## src/rtl/prbs_mon_pkg.sv

```systemverilog
package prbs_mon_pkg;
  typedef enum logic {PAT_SHORT = 1'b0, PAT_LONG = 1'b1} pat_e;
  typedef enum logic {ST_HUNT = 1'b0, ST_LOCK = 1'b1} lock_st_e;
endpackage

```

## src/rtl/prbs_tap_sel.sv

```systemverilog
module prbs_tap_sel #(
  parameter int LEN = 23,
  parameter int S_A = 15,
  parameter int S_B = 14,
  parameter int L_A = 23,
  parameter int L_B = 18
) (
  input  logic [LEN-1:0] v_i,
  input  logic           long_i,
  output logic           pred_o,
  output logic           nz_o
);
  localparam logic [LEN-1:0] S_MASK = {{(LEN-S_A){1'b0}}, {S_A{1'b1}}};

  // v_i[0] is the newest bit, so v_i[k-1] is the bit k places back
  always_comb begin
    if (long_i) begin
      pred_o = v_i[L_A-1] ^ v_i[L_B-1];
      nz_o   = |v_i;
    end else begin
      pred_o = v_i[S_A-1] ^ v_i[S_B-1];
      nz_o   = |(v_i & S_MASK);
    end
  end
endmodule

```

## src/rtl/prbs_err_window.sv

```systemverilog
module prbs_err_window #(
  parameter int WIN = 64,
  parameter int LIM = 6
) (
  input  logic clk_i,
  input  logic rst_ni,
  input  logic clr_i,
  input  logic err_i,
  output logic burst_o
);
  localparam int CW = $clog2(WIN + 1);

  logic [WIN-1:0] eh_q;
  logic [CW-1:0]  cnt_q, cnt_n;

  // sliding count: add the new error, retire the one leaving the window
  assign cnt_n   = cnt_q + CW'(err_i) - CW'(eh_q[WIN-1]);
  assign burst_o = !clr_i && (cnt_n >= CW'(LIM));

  always_ff @(posedge clk_i or negedge rst_ni) begin
    if (!rst_ni) begin
      eh_q  <= '0;
      cnt_q <= '0;
    end else if (clr_i) begin
      eh_q  <= '0;
      cnt_q <= '0;
    end else begin
      eh_q  <= {eh_q[WIN-2:0], err_i};
      cnt_q <= cnt_n;
    end
  end

  a_r6_count_matches_window: assert property (@(posedge clk_i) disable iff (!rst_ni)
    $countones(eh_q) == int'(cnt_q));
  a_r6_count_bounded: assert property (@(posedge clk_i) disable iff (!rst_ni)
    int'(cnt_q) <= LIM);
endmodule

```

## src/rtl/prbs_lock_ctrl.sv

```systemverilog
module prbs_lock_ctrl
  import prbs_mon_pkg::*;
#(
  parameter int SYNC = 32
) (
  input  logic clk_i,
  input  logic rst_ni,
  input  logic match_i,
  input  logic err_i,
  input  logic burst_i,
  input  logic chg_i,
  output logic locked_o,
  output logic load_o,
  output logic stat_o
);
  localparam int MW = $clog2(SYNC + 1);

  lock_st_e      st_q;
  logic [MW-1:0] mcnt_q;
  logic          stat_q;
  logic          run_done;

  assign run_done = match_i && (mcnt_q == MW'(SYNC - 1));
  assign load_o   = (st_q == ST_HUNT) && !chg_i && run_done;
  assign locked_o = (st_q == ST_LOCK);
  assign stat_o   = stat_q;

  always_ff @(posedge clk_i or negedge rst_ni) begin
    if (!rst_ni) begin
      st_q   <= ST_HUNT;
      mcnt_q <= '0;
      stat_q <= 1'b1;
    end else if (chg_i) begin
      st_q   <= ST_HUNT;
      mcnt_q <= '0;
      stat_q <= 1'b1;
    end else if (st_q == ST_HUNT) begin
      if (run_done) begin
        st_q   <= ST_LOCK;
        mcnt_q <= '0;
        stat_q <= 1'b0;
      end else begin
        mcnt_q <= match_i ? mcnt_q + MW'(1) : '0;
        stat_q <= 1'b1;
      end
    end else begin
      if (burst_i) begin
        st_q   <= ST_HUNT;
        stat_q <= 1'b1;
      end else begin
        stat_q <= err_i;
      end
    end
  end

  a_r2_lock_after_full_run: assert property (@(posedge clk_i) disable iff (!rst_ni)
    $rose(locked_o) |-> ($past(mcnt_q) == MW'(SYNC - 1)) && $past(match_i));
  a_r3_high_while_hunting: assert property (@(posedge clk_i) disable iff (!rst_ni)
    !locked_o |-> stat_o);
  a_r7_mode_change_drops: assert property (@(posedge clk_i) disable iff (!rst_ni)
    chg_i |=> !locked_o && stat_o);
  a_r6_burst_drops: assert property (@(posedge clk_i) disable iff (!rst_ni)
    (locked_o && burst_i) |=> !locked_o);
endmodule

```

## src/rtl/prbs_lock_mon.sv

```systemverilog
module prbs_lock_mon
  import prbs_mon_pkg::*;
#(
  parameter int S_A  = 15,
  parameter int S_B  = 14,
  parameter int L_A  = 23,
  parameter int L_B  = 18,
  parameter int SYNC = 32,
  parameter int WIN  = 64,
  parameter int LIM  = 6
) (
  input  logic clk_i,
  input  logic rst_ni,
  input  logic en_i,
  input  logic mode_i,
  input  logic rx_bit_i,
  output logic stat_o,
  output logic stat_oe_o
);
  localparam int LEN = L_A;

  pat_e           mode_q;
  logic           chg;
  logic [LEN-1:0] hist_q, hist_n, gen_q;
  logic           hist_pred, hist_nz, gen_pred, gen_nz;
  logic           match, err_raw, err_lk;
  logic           locked, load, burst, oe_q;

  assign chg    = (pat_e'(mode_i) != mode_q);
  assign hist_n = {hist_q[LEN-2:0], rx_bit_i};

  prbs_tap_sel #(.LEN(LEN), .S_A(S_A), .S_B(S_B), .L_A(L_A), .L_B(L_B)) u_hist_tap (
    .v_i(hist_q), .long_i(mode_q == PAT_LONG), .pred_o(hist_pred), .nz_o(hist_nz));

  prbs_tap_sel #(.LEN(LEN), .S_A(S_A), .S_B(S_B), .L_A(L_A), .L_B(L_B)) u_gen_tap (
    .v_i(gen_q), .long_i(mode_q == PAT_LONG), .pred_o(gen_pred), .nz_o(gen_nz));

  // an all-zero history never counts as a match
  assign match   = hist_nz && (rx_bit_i == hist_pred);
  assign err_raw = (rx_bit_i != gen_pred);
  assign err_lk  = locked && err_raw;

  prbs_err_window #(.WIN(WIN), .LIM(LIM)) u_win (
    .clk_i, .rst_ni, .clr_i(!locked || chg), .err_i(err_lk), .burst_o(burst));

  prbs_lock_ctrl #(.SYNC(SYNC)) u_ctrl (
    .clk_i, .rst_ni, .match_i(match), .err_i(err_raw), .burst_i(burst),
    .chg_i(chg), .locked_o(locked), .load_o(load), .stat_o(stat_o));

  always_ff @(posedge clk_i or negedge rst_ni) begin
    if (!rst_ni) begin
      mode_q <= PAT_SHORT;
      hist_q <= '0;
      gen_q  <= '0;
      oe_q   <= 1'b0;
    end else begin
      mode_q <= pat_e'(mode_i);
      hist_q <= hist_n;
      gen_q  <= load ? hist_n : {gen_q[LEN-2:0], gen_pred};
      oe_q   <= en_i;
    end
  end

  assign stat_oe_o = oe_q;

  a_r8_no_lock_on_zero_history: assert property (@(posedge clk_i) disable iff (!rst_ni)
    $rose(locked) |-> $past(hist_nz));
  a_r8_generator_never_zero: assert property (@(posedge clk_i) disable iff (!rst_ni)
    locked |-> gen_nz);
  a_r9_oe_follows_enable: assert property (@(posedge clk_i) disable iff (!rst_ni)
    1'b1 |=> stat_oe_o == $past(en_i));
endmodule

```

## config.mk

```make
export PLATFORM = sky130hd
export DESIGN_NAME = prbs_lock_mon
export DESIGN_NICKNAME = d
export VERILOG_FILES = /design/src/rtl/prbs_mon_pkg.sv /design/src/rtl/prbs_tap_sel.sv /design/src/rtl/prbs_err_window.sv /design/src/rtl/prbs_lock_ctrl.sv /design/src/rtl/prbs_lock_mon.sv
export SDC_FILE = /design/constraint.sdc
export NUM_CORES = 1
export LEC_CHECK = 0
export ABC_AREA = 1
export CAP_MARGIN = 5
export CORE_ASPECT_RATIO = 1.25
export CORE_MARGIN = 3
export CORE_UTILIZATION = 50
export CTS_CLUSTER_SIZE = 20
export DETAILED_ROUTE_END_ITERATION = 8
export DONT_BUFFER_PORTS = 1
export HOLD_SLACK_MARGIN = 0.12
export PLACE_DENSITY_LB_ADDON = 0.15
export SLEW_MARGIN = 20
export SYNTH_ARGS = -nofsm -noshare
export SYNTH_HDL_FRONTEND = slang
export SYNTH_SLANG_ARGS = --single-unit
```

## constraint.sdc

```tcl
create_clock -name clk_i -period 2.2 [get_ports clk_i]
set_clock_uncertainty 0.15 [all_clocks]
set_input_delay 0.11 -clock clk_i [delete_from_list [all_inputs] [get_ports clk_i]]
set_output_delay 0.11 -clock clk_i [all_outputs]
set_load 0.02 [all_outputs]
```

==> summary.txt <==
STA
  – Final cycle utilization of the critical path: 1.15
  – Worst rel slew slack: 0.767
  – Final worst hold slack: -754 ps
  – Post-layout worst setup margin: -335 ps
  – Final setup violation count: 4
  – Unrepaired setup endpoints after global routing: yes
  – Tmin final: 2530 ps
  – Final Max Tran Viols: 0
  – Least-Margin Pin Slew: 349 ps
  – Final Hold Violating Endpoints: 127
  – FMAX: 395 MHz

Drt
  – Residual DRC count: 0
  – Initial DRC count: 222
  – Drt via density: 4.81
  – Drt total wl: 8880 um
  – Antenna-violating nets left: 0
  – Routed via count: 3,390
  – First-pass DRT Iterations: 4
  – Drt wl/cell: 12.6 um

Clocking
  – H-tree levels: 4
  – Clock latency on the worst-skew pair: 410 ps
  – Max Buffers Root-to-Sink: 2
  – Clk root buf: clkbuf_16
  – Reg clk slew, reported paths: 50 ps
  – Num Clock Sinks: 127
  – Inserted Clock Buffers: 17
  – CTS tree: done

Final layout
  – Leading cell type in the layout, fill and taps excluded: dfrtp_1
  – Layout cell share with drive strength beyond 1: 0.166
  – Most frequent cells in the layout: dfrtp_1, nand2_1, inv_1
  – Antenna cell count: 0
  – Area Overhead vs Synth: 20.5%
  – Nets: 580
  – Final non-filler cell area: 6070 um2

Worst setup path
  – Maximum fanout along the worst path: 3
  – WS Path Type: flop to flop
  – Type of origin of the critical path: flop
  – Crit path DAT: 2730 ps
  – WP data required: 2390 ps
  – Setup crit end kind: flop

Synth
  – Synth Area in Adders: 0.0239
  – Syn Area/Cell: 9.65 um2
  – Post-synthesis xor/xnor area fraction: 0.00845
  – Cells after synthesis: 522
  – Post-synth top area cell: dfrtp_1
  – Number of synthesized register bits: 127
  – Syn Std Cell Area: 5030 um2
  – Post-Synth Simple-Gate Area: 0.216
  – Compound-Gate Fraction of Synth Area: 0.0142
  – Synth area leaders: dfrtp_1, nand2_1, inv_1
  – Post-synthesis sequential area ratio: 0.631
  – Syn nets: 536
  – Post-synthesis mux area share: 0
  – Share of the synthesized area in the top cell type: 0.626
  – Largest family of logic cells by synthesized area: simple AND/OR/NAND/NOR gates
  – Count of cell types in the netlist: 27
  – Total number of yosys warnings: 0

Place
  – PortBufs: 0
  – Placed Area: 5160 um2
  – Routability cong.: 0.779
  – DP Wirelength: 4890 um
  – Pre-CTS setup slack: -333 ps

Flow run
  – Max-Cap Viols: 0

Die
  – Initial Utilization: 0.519
  – Die Span Y: 118 um
  – Core area: 9710 um2
  – Core Rows: 40
  – I/O Pins: 7
  – Die W: 95.8 um
  – DIE AREA: 11,300 um2

GRT
  – Largest net degree at the start of global routing: 128
  – Total GRT Usage: 0.170
  – First-pass GRT wire length: 14,900 um
  – Vias in the first global route: 3,340
  – Total grt overflow: 0
  – Initial antenna violation count: 0

Worst hold path
  – Hold WC Path Type: input port to asynchronous set/reset pin

Run status
  – Outcome: finished, violations left
  – Failing checks: negative hold slack, negative setup slack

Pwr
  – Pwr Total: 5450 uW
  – Leakage: 0.00296 uW
  – Max rail drop VDD: 0.629 mV
  – Cell Pwr Density: 898 nW/um2
## synthesized netlist by cell type
cell type	count
nor2_8	1
o21bai_1	1
a21oi_2	1
nor2_4	2
nor2_2	1
nor2_1	85
and2_0	1
nand3b_1	2
a21oi_1	7
nand2_1	109
xnor2_1	1
fa_1	1
dfrtp_1	126
o21ai_0	4
nand4_1	29
xor2_1	2
nand3_1	17
nand3_4	1
nor3_1	1
buf_4	3
inv_2	4
buf_6	9
xnor2_2	1
ha_1	8
buf_2	4
inv_1	100
dfstp_2	1
## layout make-up
type | instances | area, um2
fillers | 822 | 3640
inverters | 104 | 393
well taps | 126 | 158
flip-flops and latches | 127 | 3180
clock buffers | 19 | 443
multi-input cells | 277 | 1390
clock inverters | 13 | 185
repair buffers | 39 | 324
## cells by family (layout without fill, tap and decap cells)
logic type,after synthesis,after routing
buf+inv,120,175
compound gates,13,13
xor+xnor,4,4
flops,127,127
fa+ha+maj,9,9
simple gates,249,251
## per-stage QoR
stage | setup TNS (ps) | util | std cells | hold WS [ps]
2_1_floorplan | -377 | - | 522 | -336
3_3_place_gp | -455 | 0.531 | 645 | -330
3_5_place_dp | -835 | 0.531 | 645 | -331
4_1_cts | -3480 | 0.614 | 696 | -765
5_1_grt | -1650 | 0.625 | 705 | -771
6_report | -842 | 0.625 | 705 | -754
## where the power goes
group / total, uW / internal (uW) / leakage [uW] / switching (uW)
clock: 2920 / 1930 / 0.000304 / 996
sequential: 2390 / 2360 / 0.00171 / 25.5
combinational: 134 / 57.1 / 0.000940 / 77.1
total: 5450 / 4350 / 0.00296 / 1100
## critical path: stages, from the launching register on
cell and delay (ps):
dfrtp_1 400, inv_1 80, nand2_1 70, nand3_2 80
nand2_2 70, nand2_2 80, nand2_2 60, buf_4 120
buf_4 120, buf_4 120, buf_4 120, buf_4 120
buf_4 120, buf_4 120, buf_4 120, buf_4 120
buf_4 120, nor2_2 80, nand4_1 90, nand2_1 80
inv_1 40
## layer usage
metal / up-vias / track usage / wire [um]
met3: 15 / 0.0484 / 289
met1: 1666 / 0.209 / 3760
li1: 1668 / - / -
met4: 0 / 0.0810 / 167
met5: - / 0 / 0
met2: 41 / 0.274 / 4670
## flip-flops by register name, summed over array words and instances, names as in the netlist, 6 cells and up
signal,flops
u_win.eh_q,64
gen_q,23
hist_q,23
u_win.cnt_q,7
u_ctrl.mcnt_q,6
## worst paths after layout
path | start | end | slack, ps | depth (start not counted)
setup reg to reg | gen_q[14] | u_ctrl.stat_o | -330 | 20
hold / removal | rst_ni | u_win.eh_q[44] | -750 | 0
min in group clk_i | rx_bit_i | hist_q[0] | 150 | 1
setup / recovery | gen_q[14] | u_ctrl.stat_o | -330 | 20
max in group asynchronous | rst_ni | u_win.eh_q[16] | 2460 | 0
hold reg to reg | hist_q[5] | hist_q[6] | 250 | 0
## timing repair
item / in CTS / in global routing
buffers inserted: 13 / 7
cloned: 0 / 2
setup endpoints to repair: 4 / 35
resized for setup: 8 / 11
pin swaps: 10 / 7
endpoints found under the hold margin: 141 / 130
hold buffers: 6 / 1
(Power assumes the default switching activity.)
